### src/rtl/spi_regport_pkg.sv
package spi_regport_pkg;
    localparam int BYTE_W    = 8;
    localparam int ADDR_W    = 8;
    localparam int BIT_CNT_W = $clog2(BYTE_W);

    typedef enum logic [2:0] {
        ST_IDLE,
        ST_HDR_A,
        ST_HDR_B,
        ST_WRITE,
        ST_READ,
        ST_DRAIN
    } xact_state_e;
endpackage

### src/rtl/spi_regport_sync.sv
module spi_regport_sync #(
    parameter int               WIDTH   = 3,
    parameter int               STAGES  = 2,
    parameter logic [WIDTH-1:0] RST_VAL = '0
) (
    input  logic             clk,
    input  logic             rst_n,
    input  logic [WIDTH-1:0] async_in,
    output logic [WIDTH-1:0] sync_out
);
    logic [WIDTH-1:0] chain_q [STAGES];

    always_ff @(posedge clk or negedge rst_n) begin
        if (!rst_n) begin
            for (int i = 0; i < STAGES; i++) chain_q[i] <= RST_VAL;
        end else begin
            chain_q[0] <= async_in;
            for (int i = 1; i < STAGES; i++) chain_q[i] <= chain_q[i-1];
        end
    end

    assign sync_out = chain_q[STAGES-1];
endmodule

### src/rtl/spi_regport_edge.sv
module spi_regport_edge (
    input  logic clk,
    input  logic rst_n,
    input  logic cpol,
    input  logic cpha,
    input  logic cs_act,
    input  logic sck_s,
    output logic sample_stb,
    output logic shift_stb
);
    logic sck_d;
    logic lvl_now, lvl_prev, lead, trail;

    always_ff @(posedge clk or negedge rst_n) begin
        if (!rst_n) sck_d <= 1'b0;
        else        sck_d <= sck_s;
    end

    // Normalise so that the leading edge is always a rise.
    assign lvl_now  = sck_s ^ cpol;
    assign lvl_prev = sck_d ^ cpol;
    assign lead     = lvl_now & ~lvl_prev;
    assign trail    = ~lvl_now & lvl_prev;

    assign sample_stb = cs_act & (cpha ? trail : lead);
    assign shift_stb  = cs_act & (cpha ? lead : trail);
endmodule

### src/rtl/spi_regport_ctrl.sv
module spi_regport_ctrl
    import spi_regport_pkg::*;
(
    input  logic              clk,
    input  logic              rst_n,
    input  logic              cs_act,
    input  logic              sample_stb,
    input  logic              mosi_s,
    output logic [ADDR_W-1:0] reg_addr,
    output logic [BYTE_W-1:0] reg_wdata,
    output logic              reg_we,
    output logic              reg_re
);
    xact_state_e          state_q, state_d;
    logic [BIT_CNT_W-1:0] bit_cnt_q;
    logic [BYTE_W-2:0]    rx_sr_q;
    logic [BYTE_W-1:0]    rx_byte;
    logic                 byte_done;
    logic                 rw_q, burst_q, incr_pend_q;
    logic [ADDR_W-1:0]    addr_q;

    assign rx_byte   = {rx_sr_q, mosi_s};
    assign byte_done = sample_stb && (bit_cnt_q == BIT_CNT_W'(BYTE_W-1));

    // State register
    always_ff @(posedge clk or negedge rst_n) begin
        if (!rst_n) state_q <= ST_IDLE;
        else        state_q <= state_d;
    end

    // Next state
    always_comb begin
        state_d = state_q;
        if (!cs_act) begin
            state_d = ST_IDLE;
        end else begin
            unique case (state_q)
                ST_IDLE:  state_d = ST_HDR_A;
                ST_HDR_A: if (byte_done) state_d = ST_HDR_B;
                ST_HDR_B: if (byte_done) state_d = rw_q ? ST_READ : ST_WRITE;
                ST_WRITE: if (byte_done && !burst_q) state_d = ST_DRAIN;
                ST_READ:  if (byte_done && !burst_q) state_d = ST_DRAIN;
                ST_DRAIN: state_d = ST_DRAIN;
            endcase
        end
    end

    // Datapath and strobes
    always_ff @(posedge clk or negedge rst_n) begin
        if (!rst_n) begin
            bit_cnt_q   <= '0;
            rx_sr_q     <= '0;
            rw_q        <= 1'b0;
            burst_q     <= 1'b0;
            incr_pend_q <= 1'b0;
            addr_q      <= '0;
            reg_wdata   <= '0;
            reg_we      <= 1'b0;
            reg_re      <= 1'b0;
        end else begin
            reg_we <= 1'b0;
            reg_re <= 1'b0;
            if (!cs_act) begin
                bit_cnt_q   <= '0;
                incr_pend_q <= 1'b0;
            end else begin
                if (reg_we && incr_pend_q) begin
                    addr_q      <= addr_q + ADDR_W'(1);
                    incr_pend_q <= 1'b0;
                end
                if (sample_stb) begin
                    bit_cnt_q <= bit_cnt_q + BIT_CNT_W'(1);
                    rx_sr_q   <= rx_byte[BYTE_W-2:0];
                end
                if (byte_done) begin
                    case (state_q)
                        ST_HDR_A: begin
                            rw_q                <= rx_byte[BYTE_W-1];
                            addr_q[ADDR_W-1]    <= rx_byte[0];
                        end
                        ST_HDR_B: begin
                            addr_q[ADDR_W-2:0]  <= rx_byte[BYTE_W-1:1];
                            burst_q             <= rx_byte[0];
                            reg_re              <= rw_q;
                        end
                        ST_WRITE: begin
                            reg_wdata   <= rx_byte;
                            reg_we      <= 1'b1;
                            incr_pend_q <= burst_q;
                        end
                        ST_READ: begin
                            if (burst_q) begin
                                addr_q <= addr_q + ADDR_W'(1);
                                reg_re <= 1'b1;
                            end
                        end
                        default: ;
                    endcase
                end
            end
        end
    end

    assign reg_addr = addr_q;


    strobe_excl_chk: assert property (@(posedge clk) disable iff (!rst_n)
        !(reg_we && reg_re));

    we_pulse_chk: assert property (@(posedge clk) disable iff (!rst_n)
        reg_we |=> !reg_we);

    we_addr_steady_chk: assert property (@(posedge clk) disable iff (!rst_n)
        reg_we |-> $stable(reg_addr));

    abort_quiet_chk: assert property (@(posedge clk) disable iff (!rst_n)
        !cs_act |=> (!reg_we && !reg_re));
endmodule

### src/rtl/spi_regport_tx.sv
module spi_regport_tx
    import spi_regport_pkg::*;
(
    input  logic              clk,
    input  logic              rst_n,
    input  logic              cs_act,
    input  logic              shift_stb,
    input  logic              load,
    input  logic [BYTE_W-1:0] load_data,
    output logic              miso
);
    logic [BYTE_W-1:0] hold_q, tx_q;
    logic              pend_q, miso_q;

    always_ff @(posedge clk or negedge rst_n) begin
        if (!rst_n) begin
            hold_q <= '0;
            tx_q   <= '0;
            pend_q <= 1'b0;
            miso_q <= 1'b0;
        end else if (!cs_act) begin
            tx_q   <= '0;
            pend_q <= 1'b0;
            miso_q <= 1'b0;
        end else begin
            if (shift_stb) begin
                if (pend_q) begin
                    miso_q <= hold_q[BYTE_W-1];
                    tx_q   <= {hold_q[BYTE_W-2:0], 1'b0};
                    pend_q <= 1'b0;
                end else begin
                    miso_q <= tx_q[BYTE_W-1];
                    tx_q   <= {tx_q[BYTE_W-2:0], 1'b0};
                end
            end
            if (load) begin
                hold_q <= load_data;
                pend_q <= 1'b1;
            end
        end
    end

    assign miso = miso_q;


    miso_rest_chk: assert property (@(posedge clk) disable iff (!rst_n)
        !cs_act |=> !miso_q);
endmodule

### src/rtl/spi_regport.sv
module spi_regport
    import spi_regport_pkg::*;
#(
    parameter int SYNC_STAGES = 2
) (
    input  logic              clk,
    input  logic              rst_n,
    input  logic              cfg_cpol,
    input  logic              cfg_cpha,
    input  logic              spi_cs_n,
    input  logic              spi_sck,
    input  logic              spi_mosi,
    output logic              spi_miso,
    output logic              spi_miso_oe,
    output logic [ADDR_W-1:0] reg_addr,
    output logic [BYTE_W-1:0] reg_wdata,
    output logic              reg_we,
    output logic              reg_re,
    input  logic [BYTE_W-1:0] reg_rdata
);
    localparam int PIN_W = 3;

    logic [PIN_W-1:0] pins_s;
    logic             cs_act, sample_stb, shift_stb;

    spi_regport_sync #(
        .WIDTH  (PIN_W),
        .STAGES (SYNC_STAGES),
        .RST_VAL(3'b100)
    ) u_sync (
        .clk     (clk),
        .rst_n   (rst_n),
        .async_in({spi_cs_n, spi_mosi, spi_sck}),
        .sync_out(pins_s)
    );

    assign cs_act = ~pins_s[2];

    spi_regport_edge u_edge (
        .clk       (clk),
        .rst_n     (rst_n),
        .cpol      (cfg_cpol),
        .cpha      (cfg_cpha),
        .cs_act    (cs_act),
        .sck_s     (pins_s[0]),
        .sample_stb(sample_stb),
        .shift_stb (shift_stb)
    );

    spi_regport_ctrl u_ctrl (
        .clk       (clk),
        .rst_n     (rst_n),
        .cs_act    (cs_act),
        .sample_stb(sample_stb),
        .mosi_s    (pins_s[1]),
        .reg_addr  (reg_addr),
        .reg_wdata (reg_wdata),
        .reg_we    (reg_we),
        .reg_re    (reg_re)
    );

    spi_regport_tx u_tx (
        .clk      (clk),
        .rst_n    (rst_n),
        .cs_act   (cs_act),
        .shift_stb(shift_stb),
        .load     (reg_re),
        .load_data(reg_rdata),
        .miso     (spi_miso)
    );

    assign spi_miso_oe = ~spi_cs_n;
endmodule

### config.mk
export PLATFORM = sky130hd
export DESIGN_NAME = spi_regport
export DESIGN_NICKNAME = d
export VERILOG_FILES = /design/src/rtl/spi_regport_pkg.sv /design/src/rtl/spi_regport_sync.sv /design/src/rtl/spi_regport_edge.sv /design/src/rtl/spi_regport_ctrl.sv /design/src/rtl/spi_regport_tx.sv /design/src/rtl/spi_regport.sv
export SDC_FILE = /design/constraint.sdc
export NUM_CORES = 1
export LEC_CHECK = 0
export BUFFER_PORTS_ARGS = -buffer_cell sky130_fd_sc_hd__buf_2
export CAP_MARGIN = 10
export CELL_PAD_IN_SITES_DETAIL_PLACEMENT = 0
export CELL_PAD_IN_SITES_GLOBAL_PLACEMENT = 2
export CORE_ASPECT_RATIO = 1.4
export CORE_UTILIZATION = 41
export DETAILED_ROUTE_END_ITERATION = 8
export PLACE_DENSITY = 0.81
export SYNTH_ARGS = -nofsm -noshare
export SYNTH_HDL_FRONTEND = slang
export SYNTH_SLANG_ARGS = --single-unit
### constraint.sdc
create_clock -name clk -period 5.4 [get_ports clk]
set_input_delay 0.81 -clock clk [delete_from_list [all_inputs] [get_ports clk]]
set_output_delay 0.81 -clock clk [all_outputs]
set_load 0.05 [all_outputs]
==> results of run 1 <==
==> cell families (layout without fill, tap and decap cells) <==
logic type	count (synthesis)	count (layout)	synth area share, %
xor+xnor	7	7	2.72
simple gates	81	81	14.9
fa+ha+maj	3	3	1.27
compound gates	54	54	13.2
mux	40	40	15.2
flops	58	58	49.3
buf+inv	22	56	3.35
==> routing by layer <==
metal | global-route usage, % | up-vias | wire length, µm | part of all wire (%)
li1 | - | 1032 | - | -
met4 | 11.8 | 0 | 173 | 2.6
met3 | 3.85 | 14 | 225 | 3.4
met1 | 24.8 | 1046 | 2950 | 45
met5 | 0 | - | 0 | 0
met2 | 31.3 | 49 | 3230 | 49
==> power groups by stage <==
stage	logic [µW]	registers [µW]	clock network [µW]
after CTS	62.5	501	454
after global routing	69.2	506	475
after global placement	62.2	508	0
after floorplan	48.1	487	0
after detailed placement	61.9	508	0
final	60.6	501	443
==> final timing paths <==
| check | to | slack, ns | cells past startpoint |
|---|---|---|---|
| max | u_ctrl.reg_addr[6]$_DFFE_PN0N_ | 3.03 | 5 |
| min | u_sync.sync_out[1]$_DFF_PN0_ | 0.35 | 0 |
| max reg2reg | u_ctrl.reg_addr[6]$_DFFE_PN0N_ | 3.03 | 5 |
| min reg2reg | u_sync.sync_out[1]$_DFF_PN0_ | 0.35 | 0 |
| max in group asynchronous | u_ctrl.reg_addr[4]$_DFFE_PN0N_ | 4.29 | 2 |
| min in group asynchronous | u_tx.miso$_DFFE_PN0P_ | 0.60 | 2 |
==> sequential cells by signal, summed over array words and instances (netlist names) <==
register	flops
u_edge.sck_d	1
u_ctrl.rw_q	1
u_ctrl.burst_q	1
u_sync.sync_out	3
u_tx.hold_q	8
u_tx.pend_q	1
u_ctrl.rx_sr_q	7
u_tx.miso	1
u_tx.tx_q	7
u_ctrl.reg_wdata	8
u_ctrl.reg_we	1
u_ctrl.reg_re	1
u_ctrl.reg_addr	8
u_ctrl.bit_cnt_q	3
u_ctrl.state_q	3
u_ctrl.incr_pend_q	1
u_sync.chain_q	3
==> synthesized netlist by cell type, drive strengths merged, types with 3 or more instances <==
master  number  area, µm²
mux2        27        304
dfrtp       56       1400
xor2         3       26.3
clkbuf       7       26.3
nor2        16       60.1
a21oi       14       70.1
ha           3       37.5
inv          5       18.8
o21ai        7       35.0
buf         10       53.8
o31ai        8       60.1
nor2b        4       25.0
nand3        7       40.0
a211o        3       26.3
nand2       22       82.6
xnor2        4       53.8
mux2i       13        143
nand2b       7       43.8
a22oi        3       22.5
nor3         6       30.0
==> final cells by class <==
| class | instances | area [µm²] |
|---|---|---|
| fill | 710 | 3550 |
| sequential | 58 | 1450 |
| multi-input combinational | 185 | 1400 |
| timing repair buffer | 35 | 178 |
| clock buffer | 11 | 141 |
| tap | 95 | 119 |
| clock inverter | 5 | 77.6 |
| inverter | 5 | 18.8 |
==> per-stage QoR <==
stage                     total power (µW)  cell area, µm²  util (%)  hold slack, ns
after detailed placement               570            3160      45.6           0.338
after global routing                  1050            3380      48.8           0.366
after CTS                             1020            3380      48.8           0.354
after floorplan                        535            2950         -           0.331
after global placement                 570            3160      45.6           0.335
final                                 1000            3380      48.8           0.351
==> flow_summary.html, run 1 <==
<table>
<tr><th>Metric</th><th>Value</th></tr>
<tr><th colspan="2">Clock network</th></tr>
<tr><td>Buffers from clock root to sink, at most</td><td>2</td></tr>
<tr><td>Post-CTS Resized</td><td>0</td></tr>
<tr><td>Buffer type at the clock tree root</td><td>clkbuf_8</td></tr>
<tr><td>Total CTS buffers</td><td>9</td></tr>
<tr><td>Count of hold-fix buffers inserted at cts</td><td>0</td></tr>
<tr><td>Clock-pin slew on the worst setup and hold paths</td><td>about 0.070 ns</td></tr>
<tr><td>TritonCTS clock tree</td><td>built</td></tr>
<tr><td>Clock latency on the worst-skew pair</td><td>around 0.34 ns</td></tr>
<tr><td>Post-CTS Setup Bufs</td><td>0</td></tr>
<tr><td>Maximum level of the CTS H-tree</td><td>3</td></tr>
<tr><td>CTS sink cnt</td><td>58</td></tr>
<tr><th colspan="2">GRT</th></tr>
<tr><td>Pin count of the biggest net entering global routing</td><td>slightly below 60</td></tr>
<tr><td>First-pass GRT wire length</td><td>~11 mm</td></tr>
<tr><td>Remaining global-route overflow</td><td>0</td></tr>
<tr><td>Gr usage total</td><td>19.8%</td></tr>
<tr><td>Initial antenna violation count</td><td>0</td></tr>
<tr><td>Vias in the first global route</td><td>around 2.1k</td></tr>
<tr><th colspan="2">Power</th></tr>
<tr><td>Internal power consumption</td><td>~770 µW</td></tr>
<tr><td>Worst supply voltage drop on vdd</td><td>approximately 0.00016 V</td></tr>
<tr><td>Total power per unit cell area</td><td>a little under 300 nW/µm²</td></tr>
<tr><td>Clock group share of total power</td><td>~44%</td></tr>
<tr><td>Switching part of the total</td><td>between 20% and 30%</td></tr>
<tr><td>Sequential power share</td><td>about half</td></tr>
<tr><td>Switching power</td><td>240 µW</td></tr>
<tr><td>Pleak</td><td>~0.0016 µW</td></tr>
<tr><td>Combinational fraction of design power</td><td>roughly 6.0%</td></tr>
<tr><th colspan="2">Placed design</th></tr>
<tr><td>Detailed Place HPWL</td><td>around 4.4 mm</td></tr>
<tr><td>Placement-stage worst setup slack</td><td>2.93 ns</td></tr>
<tr><td>Placer Congestion</td><td>around 0.8</td></tr>
<tr><td>Placed Instances</td><td>378</td></tr>
<tr><td># port buffers</td><td>34</td></tr>
<tr><th colspan="2">Final layout</th></tr>
<tr><td>Commonest non-fill, non-tap cell in the layout</td><td>dfrtp_1</td></tr>
<tr><td>Share of post-route cells with drive strength above 1</td><td>around 29%</td></tr>
<tr><td>Diodes inserted</td><td>0</td></tr>
<tr><td>Net total in the final layout</td><td>312</td></tr>
<tr><td>Post-route insts no fill</td><td>a little under 400</td></tr>
<tr><td>Commonest cells after routing, fill and taps aside</td><td>dfrtp_1 (56), buf_2 (34), mux2_2 (27)</td></tr>
<tr><td>Area added between synthesis and finish</td><td>14.8%</td></tr>
<tr><th colspan="2">Synth</th></tr>
<tr><td>Post-synthesis cell count</td><td>roughly 270</td></tr>
<tr><td>Async S/R FF share, synth</td><td>100%</td></tr>
<tr><td>Flip-flop and latch count after synthesis</td><td>slightly below 60</td></tr>
<tr><td>Syn. warnings</td><td>0</td></tr>
<tr><td>Post-synth design cell area</td><td>about 2900 µm²</td></tr>
<tr><td>Synthesized netlist net count</td><td>about 280</td></tr>
<tr><td>Average size of a mapped cell</td><td>about 11 µm²</td></tr>
<tr><td>Number of flops mapped to enable cells by yosys</td><td>0</td></tr>
<tr><td>Sequential-to-total area share from yosys stat</td><td>between 40% and 50%</td></tr>
<tr><td>Post-synthesis cell type count</td><td>55</td></tr>
<tr><td>Most frequently used flop master after synthesis</td><td>dfrtp_1</td></tr>
<tr><th colspan="2">Drt</th></tr>
<tr><td>Drt drc</td><td>0</td></tr>
<tr><td>DRC marker count from the first detailed-route iteration</td><td>129</td></tr>
<tr><td>Drt total wl</td><td>6.58 mm</td></tr>
<tr><td>Detail-routed net length per standard cell</td><td>roughly 17 µm</td></tr>
<tr><td>Mean number of vias per cell</td><td>5.43</td></tr>
<tr><td>Total number of vias</td><td>approximately 2.1k</td></tr>
<tr><td>Iteration count of the initial detailed-routing pass</td><td>5</td></tr>
<tr><td>Antenna Nets Post-Route</td><td>0</td></tr>
<tr><th colspan="2">STA</th></tr>
<tr><td>Hold violation total from the final report</td><td>0</td></tr>
<tr><td>Final-report max-slew violation count</td><td>0</td></tr>
<tr><td>Worst clock skew</td><td>~0.0063 ns</td></tr>
<tr><td>Slew @ Worst Pin</td><td>~1.1 ns</td></tr>
<tr><td>Relative max-transition margin</td><td>between 20% and 30%</td></tr>
<tr><td>Worst-case setup margin in the final layout</td><td>3.03 ns</td></tr>
<tr><td>Final Cycle Share</td><td>roughly 44%</td></tr>
<tr><td>Maximum clock rate</td><td>around 420 MHz</td></tr>
<tr><td>Setup repair after global routing missed its margin</td><td>false</td></tr>
<tr><td>Number of setup violations in the final report</td><td>0</td></tr>
<tr><td>Final total negative setup slack</td><td>0 ns</td></tr>
<tr><td>Final critical-path required period</td><td>about 2.4 ns</td></tr>
<tr><th colspan="2">Die</th></tr>
<tr><td>Core box area</td><td>6940 µm²</td></tr>
<tr><td>Height of the die</td><td>roughly 100 µm</td></tr>
<tr><td>Floorplan row count</td><td>36</td></tr>
<tr><td>Die Outline Area</td><td>approximately 7500 µm²</td></tr>
<tr><td>Initial core utilization</td><td>between 40% and 50%</td></tr>
<tr><td>X dimension of the die</td><td>73.7 µm</td></tr>
<tr><td>Ports placed on the boundary</td><td>35</td></tr>
<tr><th colspan="2">Worst hold path</th></tr>
<tr><td>Start point of the worst min-delay path</td><td>u_sync.chain_q[4]$_DFF_PN0_</td></tr>
<tr><td>Min-delay worst type</td><td>reg2reg</td></tr>
<tr><th colspan="2">Flow run</th></tr>
<tr><td>Count of max-cap constraint violations</td><td>0</td></tr>
<tr><th colspan="2">Critical path</th></tr>
<tr><td>Cell type group with the largest total delay on the critical path</td><td>simple AND/OR/NAND/NOR gates</td></tr>
<tr><td>WS Path Type</td><td>reg2reg</td></tr>
<tr><td>Crit-path max FO</td><td>21</td></tr>
<tr><td>Kind of start point of the critical path</td><td>flip-flop</td></tr>
<tr><td>Maximum cell stage delay along the critical path</td><td>about 1.0 ns</td></tr>
<tr><td>Critical path launch point</td><td>u_ctrl.state_q[0]$_DFFE_PN0P_</td></tr>
<tr><td>Setup crit end kind</td><td>flip-flop</td></tr>
<tr><td>Crit path arrival time</td><td>around 2.6 ns</td></tr>
<tr><td>Worst path buffer plus inverter count</td><td>0</td></tr>
<tr><td>Cells along the critical path</td><td>nor4bb_1 -&gt; o211ai_1 -&gt; nand3_1 -&gt; o41ai_1 -&gt; a21oi_1</td></tr>
<tr><td>Cell with the largest stage delay on the worst path</td><td>nor4bb_1</td></tr>
<tr><td>Critical R2R Launch</td><td>u_ctrl.state_q[0]$_DFFE_PN0P_</td></tr>
<tr><td>Data required time of the worst path</td><td>approximately 5.7 ns</td></tr>
<tr><th colspan="2">Outcome</th></tr>
<tr><td>Status</td><td>finished clean</td></tr>
</table>
No activity file was read; power rests on OpenSTA's default activity.
==> inputs of run 2 (changes only) <==
--- a/config.mk
+++ b/config.mk
@@ -10,9 +10,9 @@
 export CELL_PAD_IN_SITES_DETAIL_PLACEMENT = 0
 export CELL_PAD_IN_SITES_GLOBAL_PLACEMENT = 2
 export CORE_ASPECT_RATIO = 1.4
-export CORE_UTILIZATION = 41
+export CORE_UTILIZATION = 34
 export DETAILED_ROUTE_END_ITERATION = 8
-export PLACE_DENSITY = 0.81
+export PLACE_DENSITY = 0.71
 export SYNTH_ARGS = -nofsm -noshare
 export SYNTH_HDL_FRONTEND = slang
 export SYNTH_SLANG_ARGS = --single-unit
==> constraint.sdc (replaced) <==
create_clock -name clk -period 2 [get_ports clk]
set_input_delay 0.3 -clock clk [delete_from_list [all_inputs] [get_ports clk]]
set_output_delay 0.3 -clock clk [all_outputs]
set_load 0.05 [all_outputs]
==> run 2 against run 1 <==
  * Maximum frequency is 20% higher
  * First-iteration DRC count fell by 6.2%
  * Wire length increased by 5.8%
  * Hold slack got worse by 0.26 ns
  * Sequential cell count stayed put
  * Global-route usage is 3.2 points lower
  * Utilization down 3.5 points
  * Total power grew to 3.3 times the previous value
  * Clock-buffer cell count unchanged
  * Largest power group is now the clock network
  * Register-to-register slack got worse by 3.0 ns
  * Highest routed layer unchanged
==> flow_summary.html, run 2 (synthesized netlist as in run 1, its figures left out) <==
<table>
<tr><th>Metric</th><th>Value</th></tr>
<tr><th colspan="2">Outcome</th></tr>
<tr><td>Status</td><td>finished clean</td></tr>
<tr><th colspan="2">Critical path</th></tr>
<tr><td>Data required time of the worst path</td><td>~2.2 ns</td></tr>
<tr><td>Crit-path max FO</td><td>6</td></tr>
<tr><td>Crit path arrival time</td><td>about 2.2 ns</td></tr>
<tr><td>Kind of start point of the critical path</td><td>flip-flop</td></tr>
<tr><td>WS Path Type</td><td>reg2reg</td></tr>
<tr><td>Setup crit end kind</td><td>flip-flop</td></tr>
<tr><th colspan="2">GRT</th></tr>
<tr><td>First-pass GRT wire length</td><td>between 10 and 15 mm</td></tr>
<tr><td>Initial antenna violation count</td><td>0</td></tr>
<tr><td>Vias in the first global route</td><td>between 2k and 2.5k</td></tr>
<tr><td>Routing usage on met2</td><td>a little over a quarter</td></tr>
<tr><td>Remaining global-route overflow</td><td>0</td></tr>
<tr><td>Pin count of the biggest net entering global routing</td><td>59</td></tr>
<tr><td>Layer carrying the most global-route usage</td><td>met2</td></tr>
<tr><td>Gr usage total</td><td>approximately 17%</td></tr>
<tr><td>Met3 usage in global routing</td><td>4.39%</td></tr>
<tr><td>Global Route met1 Usage</td><td>21.4%</td></tr>
<tr><th colspan="2">Final layout</th></tr>
<tr><td>Net total in the final layout</td><td>between 300 and 400</td></tr>
<tr><td>Area of the multi-input gates</td><td>around 1400 µm²</td></tr>
<tr><td>Area added between synthesis and finish</td><td>27.5%</td></tr>
<tr><td>Commonest non-fill, non-tap cell in the layout</td><td>dfrtp_1</td></tr>
<tr><td>Commonest cells after routing, fill and taps aside</td><td>dfrtp_1 (56), buf_2 (34), mux2_2 (27)</td></tr>
<tr><td>Share of post-route cells with drive strength above 1</td><td>between 30% and 40%</td></tr>
<tr><td>Seq. cell area</td><td>~1500 µm²</td></tr>
<tr><td>Total non-filler cell area in the finished layout</td><td>roughly 3800 µm²</td></tr>
<tr><td>Diodes inserted</td><td>0</td></tr>
<tr><td>Count of fill cells added during filler insertion</td><td>just over 800</td></tr>
<tr><th colspan="2">Flow run</th></tr>
<tr><td>Count of max-cap constraint violations</td><td>0</td></tr>
<tr><th colspan="2">Die</th></tr>
<tr><td>Floorplan row count</td><td>39</td></tr>
<tr><td>Core box area</td><td>around 8300 µm²</td></tr>
<tr><td>Ports placed on the boundary</td><td>35</td></tr>
<tr><td>X dimension of the die</td><td>approximately 81 µm</td></tr>
<tr><td>Initial core utilization</td><td>35.5%</td></tr>
<tr><td>Die Outline Area</td><td>~9100 µm²</td></tr>
<tr><td>Height of the die</td><td>112 µm</td></tr>
<tr><th colspan="2">Power</th></tr>
<tr><td>Internal power consumption</td><td>around 2600 µW</td></tr>
<tr><td>Clock group share of total power</td><td>between 50% and 60%</td></tr>
<tr><td>Sequential power share</td><td>approximately 40%</td></tr>
<tr><td>Worst supply voltage drop on vdd</td><td>just under 0.0006 V</td></tr>
<tr><td>Total power per unit cell area</td><td>just under 900 nW/µm²</td></tr>
<tr><td>Design Power</td><td>about 3300 µW</td></tr>
<tr><td>Switching power</td><td>approximately 690 µW</td></tr>
<tr><td>Combinational fraction of design power</td><td>6.2%</td></tr>
<tr><td>Pleak</td><td>around 0.0017 µW</td></tr>
<tr><td>Switching part of the total</td><td>~21%</td></tr>
<tr><th colspan="2">STA</th></tr>
<tr><td>Worst clock skew</td><td>0.00668 ns</td></tr>
<tr><td>Relative max-transition margin</td><td>between 30% and 40%</td></tr>
<tr><td>Worst hold margin</td><td>0.0864 ns</td></tr>
<tr><td>Maximum clock rate</td><td>503 MHz</td></tr>
<tr><td>Hold violation total from the final report</td><td>0</td></tr>
<tr><td>Final-report max-slew violation count</td><td>0</td></tr>
<tr><td>Number of setup violations in the final report</td><td>0</td></tr>
<tr><td>Slew @ Worst Pin</td><td>approximately 0.90 ns</td></tr>
<tr><td>Final Cycle Share</td><td>about 100%</td></tr>
<tr><td>Setup repair after global routing missed its margin</td><td>true</td></tr>
<tr><td>Final critical-path required period</td><td>around 2.0 ns</td></tr>
<tr><th colspan="2">Drt</th></tr>
<tr><td>DRC marker count from the first detailed-route iteration</td><td>around 120</td></tr>
<tr><td>Total number of vias</td><td>roughly 2.2k</td></tr>
<tr><td>Iteration count of the initial detailed-routing pass</td><td>4</td></tr>
<tr><td>Drt total wl</td><td>around 7.0 mm</td></tr>
<tr><td>Mean number of vias per cell</td><td>5.19</td></tr>
<tr><td>Drt drc</td><td>0</td></tr>
<tr><td>Detail-routed net length per standard cell</td><td>16.5 µm</td></tr>
<tr><td>Antenna Nets Post-Route</td><td>0</td></tr>
<tr><th colspan="2">Placed design</th></tr>
<tr><td>Detailed Place HPWL</td><td>between 4 and 5 mm</td></tr>
<tr><td># port buffers</td><td>34</td></tr>
<tr><td>Cell area reported after detailed placement</td><td>between 3000 and 4000 µm²</td></tr>
<tr><td>Placer Congestion</td><td>0.779</td></tr>
<tr><th colspan="2">Clock network</th></tr>
<tr><td>Clock-pin slew on the worst setup and hold paths</td><td>0.05 ns</td></tr>
<tr><td>Buffer type at the clock tree root</td><td>clkbuf_16</td></tr>
<tr><td>Total CTS buffers</td><td>9</td></tr>
<tr><td>Buffers from clock root to sink, at most</td><td>2</td></tr>
<tr><td>TritonCTS clock tree</td><td>built</td></tr>
<tr><td>CTS sink cnt</td><td>58</td></tr>
<tr><td>Maximum level of the CTS H-tree</td><td>3</td></tr>
<tr><td>Clock latency on the worst-skew pair</td><td>between 0.3 and 0.4 ns</td></tr>
<tr><th colspan="2">Worst hold path</th></tr>
<tr><td>Min-delay worst type</td><td>in2reg</td></tr>
</table>
[run 2: cell types whose count changed in the layout (fill, tap and decap cells not counted), sizes merged]
cell         before  now
dlygate4sd3       0    1
bufinv            2    3
buf              35   53
clkinvlp          1    0
nand3             7    8
[run 2: layout make-up]
| type | instances | share of cell area (%) |
|---|---|---|
| Sequential cell | 58 | 38.7 |
| Inverter | 5 | 0.500 |
| Multi-Input combinational cell | 186 | 38.6 |
| Clock buffer | 11 | 6.73 |
| Tap cell | 102 | 3.40 |
| Clock inverter | 5 | 2.66 |
| Timing Repair Buffer | 54 | 9.46 |
[run 2: repair_timing]
action,4_1_cts,5_1_grt
hold buffers,1,0
endpoints found under the hold margin,21,0
resized for setup,3,9
endpoints found under the setup margin,12,15
buffers inserted,1,4
gates cloned,0,1
pin swaps,1,3
[run 2: final timing paths]
path | from | endpoint | slack, ns | depth (start not counted)
worst max-delay path | u_ctrl.bit_cnt_q[1]$_DFFE_PN0P_ | u_ctrl.reg_addr[4]$_DFFE_PN0N_ | 0.01 | 8
worst min-delay path | spi_mosi | u_sync.chain_q[4]$_DFF_PN0_ | 0.09 | 1
worst max register to register | u_ctrl.bit_cnt_q[1]$_DFFE_PN0P_ | u_ctrl.reg_addr[4]$_DFFE_PN0N_ | 0.01 | 8
worst min register to register | u_sync.chain_q[3]$_DFF_PN0_ | u_sync.sync_out[0]$_DFF_PN0_ | 0.35 | 0
max in group asynchronous | rst_n | u_sync.chain_q[5]$_DFF_PN1_ | 1.20 | 3
min in group asynchronous | rst_n | u_tx.miso$_DFFE_PN0P_ | 0.51 | 3
[run 2: worst max-delay path, cell delays in order (launching register included)]
cell,delay (ns)
dfrtp_1,0.35
ha_2,0.19
ha_4,0.13
and4bb_2,0.27
mux2i_4,0.14
a211oi_4,0.35
buf_4,0.19
a21oi_1,0.04
a211o_1,0.21
[run 2: per-layer routing]
| layer | wire length, µm | vias to the layer above |
|---|---|---|
| li1 | - | 1065 |
| met1 | 3060 | 1062 |
| met2 | 3530 | 46 |
| met3 | 255 | 10 |
| met4 | 119 | 0 |
| met5 | 0 | - |
[run 2: power by group through the flow]
stage	combinational, µW	sequential (µW)	clock [µW]
6_report	207	1340	1780
5_1_grt	233	1350	1880
4_1_cts	202	1340	1820
3_5_place_dp	200	1360	0
3_3_place_gp	195	1360	0
2_1_floorplan	130	1320	0
[run 2: metrics by stage]
step                cells  setup TNS, ns  setup WS, ns  util (%)
finish                421              0        0.0130      45.3
detailed placement    398         -0.533       -0.0593      39.7
floorplan             265              0        0.0506         -
CTS                   416              0        0.0137      44.4
global route          421         -0.396       -0.0649      45.3
global placement      398         -0.136       -0.0179      39.7
